[src/rtl/flash_seq_pkg.sv]
package flash_seq_pkg;

    localparam int RD_WS_W = 3;
    localparam int WR_WS_W = 2;
    localparam int GAP_W   = 3;
    localparam int CNT_W   = RD_WS_W;

    typedef enum logic [1:0] {
        ST_IDLE,
        ST_WAIT,
        ST_RESP
    } acc_state_e;

    typedef enum logic [1:0] {
        PF_NONE  = 2'b00,
        PF_BURST = 2'b01,
        PF_RSVD  = 2'b10,
        PF_ANY   = 2'b11
    } pf_mode_e;

    typedef struct packed {
        logic [RD_WS_W-1:0] rd_ws;
        logic [WR_WS_W-1:0] wr_ws;
        logic [GAP_W-1:0]   hold;
        logic               pipe_off;
        pf_mode_e           dpf;
        pf_mode_e           ipf;
    } timing_t;

endpackage

[src/rtl/fsc_cfg_regs.sv]
module fsc_cfg_regs
    import flash_seq_pkg::*;
#(
    parameter int NUM_MST = 5
) (
    input  logic                clk,
    input  logic                rst_n,
    input  logic                load_ok,
    input  logic                cfg_we,
    input  logic [RD_WS_W-1:0]  cfg_rd_wait,
    input  logic [WR_WS_W-1:0]  cfg_wr_wait,
    input  logic [GAP_W-1:0]    cfg_pipe_gap,
    input  logic [1:0]          cfg_data_pf,
    input  logic [1:0]          cfg_inst_pf,
    input  logic [NUM_MST-1:0]  cfg_master_pf,
    output timing_t             tim,
    output logic [NUM_MST-1:0]  mpf
);

    localparam logic [GAP_W-1:0] GAP_OFF = '1;

    logic [RD_WS_W-1:0] rd_q;
    logic [WR_WS_W-1:0] wr_q;
    logic [GAP_W-1:0]   gap_q;
    logic [1:0]         dpf_q;
    logic [1:0]         ipf_q;
    logic [NUM_MST-1:0] mpf_q;

    always_ff @(posedge clk or negedge rst_n) begin
        if (!rst_n) begin
            rd_q  <= '1;
            wr_q  <= '1;
            gap_q <= GAP_OFF;
            dpf_q <= '0;
            ipf_q <= '0;
            mpf_q <= '0;
        end else if (cfg_we && load_ok) begin
            rd_q  <= cfg_rd_wait;
            wr_q  <= cfg_wr_wait;
            gap_q <= cfg_pipe_gap;
            dpf_q <= cfg_data_pf;
            ipf_q <= cfg_inst_pf;
            mpf_q <= cfg_master_pf;
        end
    end

    function automatic pf_mode_e safe_mode(input logic [1:0] raw);
        pf_mode_e m;
        m = pf_mode_e'(raw);
        return (m == PF_RSVD) ? PF_NONE : m;
    endfunction

    always_comb begin
        tim.rd_ws    = rd_q;
        tim.wr_ws    = (wr_q == '0) ? '1 : wr_q;
        tim.hold     = gap_q;
        tim.pipe_off = (gap_q == '0) || (gap_q == GAP_OFF);
        tim.dpf      = safe_mode(dpf_q);
        tim.ipf      = safe_mode(ipf_q);
        mpf          = mpf_q;
    end

endmodule

[src/rtl/fsc_gap_timer.sv]
module fsc_gap_timer #(
    parameter int GAP_W = 3
) (
    input  logic             clk,
    input  logic             rst_n,
    input  logic             start,
    input  logic [GAP_W-1:0] hold,
    output logic             gap_ok
);

    logic [GAP_W-1:0] since_q;

    always_ff @(posedge clk or negedge rst_n) begin
        if (!rst_n)
            since_q <= '1;
        else if (start)
            since_q <= '0;
        else if (since_q != '1)
            since_q <= since_q + 1'b1;
    end

    assign gap_ok = (since_q >= hold);

endmodule

[src/rtl/fsc_pf_gate.sv]
module fsc_pf_gate
    import flash_seq_pkg::*;
#(
    parameter int NUM_MST = 5,
    parameter int MST_W   = 3
) (
    input  logic [MST_W-1:0]   master,
    input  logic               is_write,
    input  logic               is_instr,
    input  logic               is_burst,
    input  logic [NUM_MST-1:0] mpf,
    input  pf_mode_e           dpf,
    input  pf_mode_e           ipf,
    output logic               pf_ok
);

    logic     mst_en;
    logic     kind_ok;
    pf_mode_e mode;

    always_comb begin
        mst_en = 1'b0;
        for (int i = 0; i < NUM_MST; i++) begin
            if (master == MST_W'(i))
                mst_en = mpf[i];
        end
    end

    always_comb begin
        mode = is_instr ? ipf : dpf;
        unique case (mode)
            PF_ANY:   kind_ok = 1'b1;
            PF_BURST: kind_ok = is_burst;
            default:  kind_ok = 1'b0;
        endcase
    end

    assign pf_ok = mst_en && kind_ok && !is_write;

endmodule

[src/rtl/flash_seq_ctrl.sv]
module flash_seq_ctrl
    import flash_seq_pkg::*;
#(
    parameter int ADDR_W  = 16,
    parameter int NUM_MST = 5,
    parameter int MST_W   = 3,
    parameter int LINE_LG = 5
) (
    input  logic               clk,
    input  logic               rst_n,
    input  logic               cfg_we,
    input  logic [2:0]         cfg_rd_wait,
    input  logic [1:0]         cfg_wr_wait,
    input  logic [2:0]         cfg_pipe_gap,
    input  logic [1:0]         cfg_data_pf,
    input  logic [1:0]         cfg_inst_pf,
    input  logic [NUM_MST-1:0] cfg_master_pf,
    input  logic               req_valid,
    input  logic [ADDR_W-1:0]  req_addr,
    input  logic [MST_W-1:0]   req_master,
    input  logic               req_write,
    input  logic               req_instr,
    input  logic               req_burst,
    output logic               ary_strobe,
    output logic [ADDR_W-1:0]  ary_addr,
    output logic               ary_write,
    output logic               rdy,
    output logic               pf_trig,
    output logic [ADDR_W-1:0]  pf_addr
);

    localparam int LINE_W = ADDR_W - LINE_LG;

    timing_t            tim;
    logic [NUM_MST-1:0] mpf;
    logic               gap_ok;
    logic               pf_ok;
    logic               can_take;
    logic               accept;
    logic [CNT_W-1:0]   ws_sel;

    acc_state_e         state_q, state_d;
    logic [CNT_W-1:0]   cnt_q, cnt_d;
    logic [ADDR_W-1:0]  addr_q;
    logic               wr_q;
    logic               pf_q;
    logic [LINE_W-1:0]  next_line;

    fsc_cfg_regs #(.NUM_MST(NUM_MST)) cfg_i (
        .clk           (clk),
        .rst_n         (rst_n),
        .load_ok       (state_q == ST_IDLE),
        .cfg_we        (cfg_we),
        .cfg_rd_wait   (cfg_rd_wait),
        .cfg_wr_wait   (cfg_wr_wait),
        .cfg_pipe_gap  (cfg_pipe_gap),
        .cfg_data_pf   (cfg_data_pf),
        .cfg_inst_pf   (cfg_inst_pf),
        .cfg_master_pf (cfg_master_pf),
        .tim           (tim),
        .mpf           (mpf)
    );

    fsc_gap_timer #(.GAP_W(GAP_W)) gap_i (
        .clk    (clk),
        .rst_n  (rst_n),
        .start  (accept),
        .hold   (tim.hold),
        .gap_ok (gap_ok)
    );

    fsc_pf_gate #(.NUM_MST(NUM_MST), .MST_W(MST_W)) pfg_i (
        .master   (req_master),
        .is_write (req_write),
        .is_instr (req_instr),
        .is_burst (req_burst),
        .mpf      (mpf),
        .dpf      (tim.dpf),
        .ipf      (tim.ipf),
        .pf_ok    (pf_ok)
    );

    // acceptance and next-state logic
    always_comb begin
        unique case (state_q)
            ST_IDLE: can_take = tim.pipe_off || gap_ok;
            ST_RESP: can_take = !tim.pipe_off && gap_ok;
            default: can_take = 1'b0;
        endcase
        accept = req_valid && can_take;
        ws_sel = req_write ? CNT_W'(tim.wr_ws) : tim.rd_ws;

        state_d = state_q;
        cnt_d   = cnt_q;
        unique case (state_q)
            ST_IDLE, ST_RESP: begin
                if (accept) begin
                    cnt_d   = ws_sel;
                    state_d = (ws_sel == '0) ? ST_RESP : ST_WAIT;
                end else begin
                    state_d = ST_IDLE;
                end
            end
            ST_WAIT: begin
                cnt_d = cnt_q - 1'b1;
                if (cnt_q == CNT_W'(1))
                    state_d = ST_RESP;
            end
            default: state_d = ST_IDLE;
        endcase
    end

    // state register
    always_ff @(posedge clk or negedge rst_n) begin
        if (!rst_n) begin
            state_q <= ST_IDLE;
            cnt_q   <= '0;
            addr_q  <= '0;
            wr_q    <= 1'b0;
            pf_q    <= 1'b0;
        end else begin
            state_q <= state_d;
            cnt_q   <= cnt_d;
            if (accept) begin
                addr_q <= req_addr;
                wr_q   <= req_write;
                pf_q   <= pf_ok;
            end
        end
    end

    // outputs
    always_comb begin
        next_line  = addr_q[ADDR_W-1:LINE_LG] + 1'b1;
        ary_strobe = accept;
        ary_addr   = accept ? req_addr : addr_q;
        ary_write  = accept ? req_write : wr_q;
        rdy        = (state_q == ST_RESP);
        pf_trig    = rdy && pf_q;
        pf_addr    = {next_line, {LINE_LG{1'b0}}};
    end

endmodule

[config.mk]
export PLATFORM = sky130hd
export DESIGN_NAME = flash_seq_ctrl
export DESIGN_NICKNAME = d
export VERILOG_FILES = /design/src/rtl/flash_seq_pkg.sv /design/src/rtl/fsc_cfg_regs.sv /design/src/rtl/fsc_gap_timer.sv /design/src/rtl/fsc_pf_gate.sv /design/src/rtl/flash_seq_ctrl.sv
export SDC_FILE = /design/constraint.sdc
export NUM_CORES = 1
export LEC_CHECK = 0
export BUFFER_PORTS_ARGS = -buffer_cell sky130_fd_sc_hd__buf_4
export CAP_MARGIN = 20
export CORE_MARGIN = 2
export CORE_UTILIZATION = 50
export CTS_CLUSTER_SIZE = 20
export DETAILED_ROUTE_END_ITERATION = 12
export MAX_ROUTING_LAYER = met4
export PLACE_DENSITY_LB_ADDON = 0.12
export SETUP_SLACK_MARGIN = 0.1
export SKIP_LAST_GASP = 1
export SLEW_MARGIN = 10
export SYNTH_ARGS = -nofsm -noshare
export SYNTH_HDL_FRONTEND = slang
export SYNTH_SLANG_ARGS = --single-unit
[constraint.sdc]
create_clock -name clk -period 3.4 [get_ports clk]
set_input_delay 0.17 -clock clk [delete_from_list [all_inputs] [get_ports clk]]
set_output_delay 0.17 -clock clk [all_outputs]
set_load 0.1 [all_outputs]
==> reports/metrics.yaml, run 1 <==
die_h_um: 70.95
critPathMaxFanout: 18
finalNonFillerCells: 309
h-tree-depth: 2
ys_ff_latch: 43
gp_congestion: 0.7280
cts_tree: "built"
cts-buffers-inserted: 5
syn_inst: 178
slew_headroom_pct: 63.39
cap_viol_max_count: 0
top_layer: "met4"
syn_avg_cell_area_sq_um: 12.59
clk_pin_slew_ps: 80
die_w_um: 70.95
wl_met1_mm: 1.883
regArea_sq_um: 1090
start_kind: "flop"
hold_path.class: "in -> reg"
finalMaxSlewViolations: 0
cts_resized: 0
grt_pass1_vias: 1576
yosysTopAreaCell: "dfrtp_1"
dp_hpwl_mm: 3.279
fin_crit_sh_pct: 90.50
wl_met2_mm: 2.373
multi_input_area_sq_um: 1079
fin_skew_ps: 6.759
antenna_cells: 0
worst_slew_pin_slew_ps: 549.2
nFillCells: 342
cts_sinks: 43
fin_nets: 307
postCtsHoldBufs: 1
synth_edf_count: 0
clock-root-buffer: "clkbuf_8"
initial_utilization_pct: 51.82
totalNegativeSetupSlack_ps: 0
drtIter0Drc: 75
synth-async-reset-ratio_pct: 100.0
wl_per_cell_um: 14.55
routed-wl-met3_um: 196
io_pins: 79
r2r-start: "cfg_i.gap_q[2]"
gr-total-overflow: 0
vias: 1612
cp-end-kind: "output pin"
crit_type: "reg -> out"
cp.arrival_ps: 2910
ys_seq_area_share_pct: 48.63
netlist_area_sq_um: 2241
grt_max_degree: 44
rows: 24
placedCellCount: 300
grt_pass1_wl_mm: 7.272
hold_violations: 0
dr.pass1.iters: 5
yosys-top-cells-area: "dfrtp_1 (36%), mux2_2 (15%), dfstp_2 (13%)"
clk_latency_ps: 290
period_needed_ps: 3077
coreArea_sq_um: 4324
synth_ff_type: "dfrtp_1"
outcome: "complete, no violations"
stdcell_area_sq_um: 2948
rsz0062_at_grt: "false"
portBuffers: 73
setup_viol: 0
synth.most_common_cell: "dfrtp_1"
worstSetupStartpoint: "cfg_i.gap_q[2]"
vias_per_cell: 5.217
die-area_sq_um: 5033
postCtsSetupRepairBufs: 0
antenna_found_initial: 0
fin_util_pct: 68.17
gr-usage-all-layers_pct: 19.12
drcViolationCount: 0
drt.antenna.violating_nets: 0
synth.top_cell.area_share_pct: 35.73
cp.required_ps: 3230
post_route_cells_drive_above_1_share_pct: 51.75
finalWirelength_mm: 4.497
place_area_sq_um: 2820
fmax_ghz: 0.3250
hp-start: "cfg_pipe_gap[1]"
area_growth_pct: 31.55
synth_commonest_cells: "dfrtp_1 (32), mux2_2 (29), dfstp_2 (11)"
synth_warnings: 0
yosysUniqueCellTypes: 41
clockBufferDepth: 2
cell usage in the layout (no fill, tap or decap), types with 2 or more instances in the layout:
master / n
mux2i_1: 5
dfrtp_1: 32
nand3_1: 4
or4_1: 2
and2_1: 2
nand2b_1: 4
and3_1: 2
ha_1: 8
xor2_1: 3
nor2_1: 3
buf_4: 74
inv_1: 6
nand2_1: 8
nand4_1: 3
dfstp_2: 11
conb_1: 5
clkbuf_8: 6
o21ai_0: 9
o211ai_1: 5
xnor2_1: 8
mux2_2: 29
mux2_4: 4
nand3b_1: 2
nor2b_1: 3
cell families (layout without fill, tap and decap cells):
kind of cell	Yosys count	in the layout	share of synthesized area, %
buffers and inverters	15	90	4.131
XOR/XNOR	11	11	4.300
multiplexers	38	38	19.49
AO/OA/AOI/OAI	25	25	9.549
AND/OR/NAND/NOR	37	37	9.268
adder cells (fa/ha/maj)	8	8	4.467
flip-flops	43	43	48.63
other	1	5	0.1673
layer usage:
layer / vias to the layer above / GRT usage [%]
met1: 781 / 23.24
met4: 0 / 4.403
li1: 785 / -
met5: - / -
met2: 41 / 32.50
met3: 5 / 4.416
sequential cells by signal, indices dropped and copies added, names as in the netlist:
signal,count
cfg_i.rd_q,3
cfg_i.wr_q,2
pf_q,1
cfg_i.mpf,5
state_q,2
gap_i.since_q,3
cfg_i.ipf_q,2
cfg_i.gap_q,3
cfg_i.dpf_q,2
wr_q,1
addr_q,16
cnt_q,3
metrics by stage:
stage	setup slack (ps)	hold WS [ps]
floorplan	545.2	-125.6
global placement	668.8	196.3
detailed placement	619.8	192.5
CTS	289.8	89.34
global route	163.2	95.34
finish	323.0	91.76
final timing paths:
check | end | slack (ps) | depth (start not counted)
setup / recovery | ary_addr[5] | 320 | 9
hold / removal | cfg_i.gap_q[1] | 90 | 3
setup reg to reg | addr_q[12] | 910 | 8
hold reg to reg | addr_q[2] | 500 | 1
max in group asynchronous | gap_i.since_q[1] | 2600 | 2
min in group asynchronous | state_q[1] | 410 | 2
critical path, cell delays in order (launching register included):
cell and delay, ps:
dfstp_2 590, inv_1 80, ha_1 340, a21o_1 200, a31oi_4 210, o31ai_4 100
o21ai_4 370, inv_6 150, mux2_2 280, buf_4 290
final cells by class:
type	instances	area share, %
clock buffer	6	2.801
clock inverter	2	1.188
inverter	7	1.061
multi-input combinational	124	36.59
sequential	43	36.97
tap	52	2.207
timing repair buffer	75	19.19
Power of run 1 is not shown: default switching activity piles up to over one toggle a cycle in this logic, so the estimate is an artifact.
==> run 2: changes to the inputs <==
--- a/config.mk
+++ b/config.mk
@@ -12,7 +12,7 @@
 export CTS_CLUSTER_SIZE = 20
 export DETAILED_ROUTE_END_ITERATION = 12
 export MAX_ROUTING_LAYER = met4
-export PLACE_DENSITY_LB_ADDON = 0.12
+export PLACE_DENSITY = 0.8
 export SETUP_SLACK_MARGIN = 0.1
 export SKIP_LAST_GASP = 1
 export SLEW_MARGIN = 10
==> run 2 against run 1 <==
  * Final area down 1.2%
  * Sequential share of layout area up 0.46 points
  * Critical path depth unchanged
  * Worst setup slack better by 13 ps
  * Utilization down 0.84 points
  * Register-to-register slack about the same
  * Count of clock-buffer cells in the layout up 1
  * Final cell count unchanged
  * Highest routed layer unchanged
==> reports/metrics.yaml, run 2 (synthesized netlist as in run 1, its figures left out) <==
cap_viol_max_count: 0
cp_cell_sequence: "inv_1 -> ha_1 -> a21o_1 -> a31oi_4 -> o31ai_4 -> o21ai_4 -> inv_6 -> mux2_4 -> buf_4"
period_needed_ps: 3064
cp-end-kind: "output pin"
hold_path.class: "in -> reg"
layout_common_cells: "buf_4 (74), dfrtp_1 (32), mux2_2 (29)"
fin_nets: 307
crit_path_top_delay_cell: "dfstp_2"
totalNegativeSetupSlack_ps: 0
drt.antenna.violating_nets: 0
vias_per_cell: 5.194
area_growth_pct: 29.93
antenna_found_initial: 0
die_w_um: 70.95
drcViolationCount: 0
gr-total-overflow: 0
grt_pass1_vias: 1719
coreArea_sq_um: 4324
max_stage_delay_ps: 590
postCtsSetupRepairBufs: 0
setup_viol: 0
finalWirelength_mm: 4.559
cts_resized: 0
finalMaxSlewViolations: 0
portBuffers: 73
initial_utilization_pct: 51.82
layout_commonest_cell: "buf_4"
fin_skew_ps: 6.705
slew_headroom_pct: 61.98
die_h_um: 70.95
crit_type: "reg -> out"
post_route_cells_drive_above_1_share_pct: 50.97
start_kind: "flop"
h-tree-depth: 2
rsz0062_at_grt: "false"
hold_violations: 0
clockBufferDepth: 2
outcome: "complete, no violations"
cts_sinks: 43
clock-root-buffer: "clkbuf_8"
wl_per_cell_um: 14.75
largest_register_ffs: 16
io_pins: 79
vias: 1605
clk_pin_slew_ps: 80
clk_latency_ps: 290
grt_pass1_wl_mm: 8.052
grt_max_degree: 44
critPathMaxFanout: 18
fin_crit_sh_pct: 90.13
cts-buffers-inserted: 5
antenna_cells: 0
dp_hpwl_mm: 3.516
fmax_ghz: 0.3263
dr.pass1.iters: 4
worst_slew_pin_slew_ps: 567.9
die-area_sq_um: 5033
cts_tree: "built"
cp.required_ps: 3230
largest_register: "addr_q"
whs_ps: 92.28
gr-usage-all-layers_pct: 20.72
cp.arrival_ps: 2890
gp_congestion: 0.8040
drtIter0Drc: 79
rows: 24
-- run 2: final timing paths --
kind                                  from        endpoint  slack (ps)  depth (start not counted)
max                         cfg_i.gap_q[2]    ary_addr[13]         340                          9
min                        cfg_pipe_gap[1]  cfg_i.gap_q[1]          90                          3
max reg2reg                 cfg_i.gap_q[2]      addr_q[13]         910                          8
min reg2reg                      addr_q[3]       addr_q[3]         500                          1
max in group asynchronous            rst_n   cfg_i.wr_q[0]        2620                          2
min in group asynchronous            rst_n    cfg_i.mpf[2]         390                          2
-- run 2: worst max-delay path: cells and delay by family (launching register included) --
family          cells  cell delay [ps]
mux                 1              340
flops               1              590
compound gates      4              860
fa+ha+maj           1              340
buf+inv             3              460
-- run 2: metal layers --
layer / vias up / share of wire (%) / global-route usage (%)
met3: 6 / 2.9 / 3.704
met5: - / 0 / -
met2: 31 / 55 / 34.58
met4: 0 / 1.5 / 6.918
met1: 781 / 41 / 25.53
li1: 787 / - / -
-- run 2: cell type report --
class	instances	area, sq um
sequential	43	1090
timing repair buffer	75	565.5
tap	52	65.06
clock inverter	1	5.005
multi-input combinational	124	1079
inverter	7	31.28
fill	368	1413
clock buffer	7	76.32
-- run 2: repair_timing --
item,CTS,global route
hold buffers,1,0
setup endpoints to repair,0,0
endpoints found under the hold margin,32,0
-- run 2: stage by stage --
stage / utilization, % / cell area, sq um / std cells / setup WS, ps
2_1_floorplan: - / 2256 / 182 / 545.2
3_3_place_gp: 65.22 / 2820 / 300 / 680.2
3_5_place_dp: 65.22 / 2820 / 300 / 628.2
4_1_cts: 67.33 / 2912 / 309 / 311.5
5_1_grt: 67.33 / 2912 / 309 / 176.7
6_report: 67.33 / 2912 / 309 / 335.7
Power of run 2 is left out for the same reason.
==> run 3: changes to the inputs <==
--- a/config.mk
+++ b/config.mk
@@ -13,6 +13,7 @@
 export DETAILED_ROUTE_END_ITERATION = 12
 export MAX_ROUTING_LAYER = met4
 export PLACE_DENSITY = 0.8
+export RECOVER_POWER = 50
 export SETUP_SLACK_MARGIN = 0.1
 export SKIP_LAST_GASP = 1
 export SLEW_MARGIN = 10
==> run 3 against run 2 <==
  * The run now ends with max-capacitance violations, max-slew violations left
  * Routed wire length is 0.15% lower
  * First-iteration DRC count down 10%
  * Clock skew is essentially flat
  * Critical path depth unchanged
  * Sequential cell count stayed put
  * Global-route usage did not move
  * Final area fell by 1.2%
  * Register-to-register slack hardly changed
  * Sequential share of layout area rose by 0.46 points
  * Die area unchanged
  * Fmax is essentially flat
  * Worst setup slack improved by 2.0 ps
==> reports/metrics.yaml, run 3 (synthesized netlist as in run 1, its figures left out) <==
antenna_cells: 0
setup_ws_ps: 337.7
die-area_sq_um: 5033
drt.antenna.violating_nets: 0
fin_crit_sh_pct: 90.07
start_kind: "flop"
cp.arrival_ps: 2890
fin_skew_ps: 6.433
hold_violations: 0
layout_commonest_cell: "buf_4"
area_growth_pct: 28.36
cp-end-kind: "output pin"
clock-root-buffer: "clkbuf_8"
worst_slew_pin_slew_ps: 2271
layout_common_cells: "buf_4 (66), dfrtp_1 (32), mux2_2 (28)"
hold_path.class: "in -> reg"
fmax_ghz: 0.3266
rows: 24
cts_tree: "built"
antenna_found_initial: 0
violations: "max-capacitance violations, max-slew violations"
initial_utilization_pct: 51.82
critPathTopFamily: "compound AO/OA/AOI/OAI gates"
crit_path_top_delay_cell: "dfstp_2"
vias_per_cell: 5.207
cts_resized: 0
path_depth: 9
nFillCells: 375
max_stage_delay_ps: 590
clk_latency_ps: 290
setup_viol: 0
wl_per_cell_um: 14.73
cp.required_ps: 3230
io_pins: 79
crit_type: "reg -> out"
dp_hpwl_mm: 3.516
drtIter0Drc: 71
gp_congestion: 0.8040
h-tree-depth: 2
gr-total-overflow: 0
grt_max_degree: 44
totalNegativeSetupSlack_ps: 0
cts_sinks: 43
drcViolationCount: 0
clk_pin_slew_ps: 80
fin_nets: 307
coreArea_sq_um: 4324
dp_slack_ps: 628.2
outcome: "complete, but fails checks"
critPathMaxFanout: 18
rsz0062_at_grt: "false"
die_h_um: 70.95
grt_pass1_wl_mm: 8.052
whs_ps: 90.76
gr-usage-all-layers_pct: 20.72
grt_pass1_vias: 1719
cap_viol_max_count: 1
portBuffers: 73
dr.pass1.iters: 4
reg2reg_depth: 8
slew_headroom_pct: -51.41
vias: 1609
post_route_cells_drive_above_1_share_pct: 47.08
finalWirelength_mm: 4.552
reg2reg_slack_ps: 910
cts-buffers-inserted: 5
period_needed_ps: 3062
die_w_um: 70.95
cp_cell_sequence: "inv_1 -> ha_1 -> a21o_1 -> a31oi_4 -> o31ai_4 -> o21ai_4 -> inv_6 -> mux2_4 -> buf_4"
hold_depth: 3
largest_register: "addr_q"
finalMaxSlewViolations: 44
path_buf_inv: 3
largest_register_ffs: 16
clockBufferDepth: 2
-- run 3: changes by cell type in the layout (fill, tap and decap cells not counted) --
cell      before  now
mux2_1         0    1
nor3b_2        1    0
buf_4         74   66
nor3b_1        1    2
clkbuf_1       2   10
mux2_2        29   28
-- run 3: worst paths after layout --
check                                      from        endpoint
worst min-delay path            cfg_pipe_gap[1]  cfg_i.gap_q[1]
worst max-delay path             cfg_i.gap_q[2]    ary_addr[13]
min in group asynchronous                 rst_n    cfg_i.mpf[2]
worst max register to register   cfg_i.gap_q[2]      addr_q[13]
worst min register to register        addr_q[3]       addr_q[3]
max in group asynchronous                 rst_n        cnt_q[1]
-- run 3: cell type report --
cell class                 instances  area [sq um]  share of cell area [%]
multi-input combinational        124          1074                   37.32
clock buffer                       7         76.32                   2.653
sequential                        43          1090                   37.89
inverter                           7         31.28                   1.087
clock inverter                     1         5.005                  0.1740
timing repair buffer              75         535.5                   18.62
tap                               52         65.06                   2.262
-- run 3: per-stage QoR --
step | cell area (sq um) | util, % | instances
floorplan | 2256 | - | 182
global placement | 2820 | 65.22 | 300
detailed placement | 2820 | 65.22 | 300
CTS | 2912 | 67.33 | 309
global route | 2877 | 66.52 | 309
finish | 2877 | 66.52 | 309
-- run 3: what timing repair did --
item                       4_1_cts  5_1_grt
setup endpoints to repair        0        0
buffers inserted                 0        0
hold buffers                     1        0
hold endpoints to repair        32        0
-- run 3: tightest hold or removal path: stages --
cell     delay, ps
buf_4           80
nand2_1         40
o21ai_0         60
-- run 3: per-layer routing --
layer  share of wire (%)  GRT usage, %
met4                 1.5         6.918
met3                 3.3         3.704
met1                  40         25.53
met2                  55         34.58
met5                   0             -
Power of run 3 is left out for the same reason.
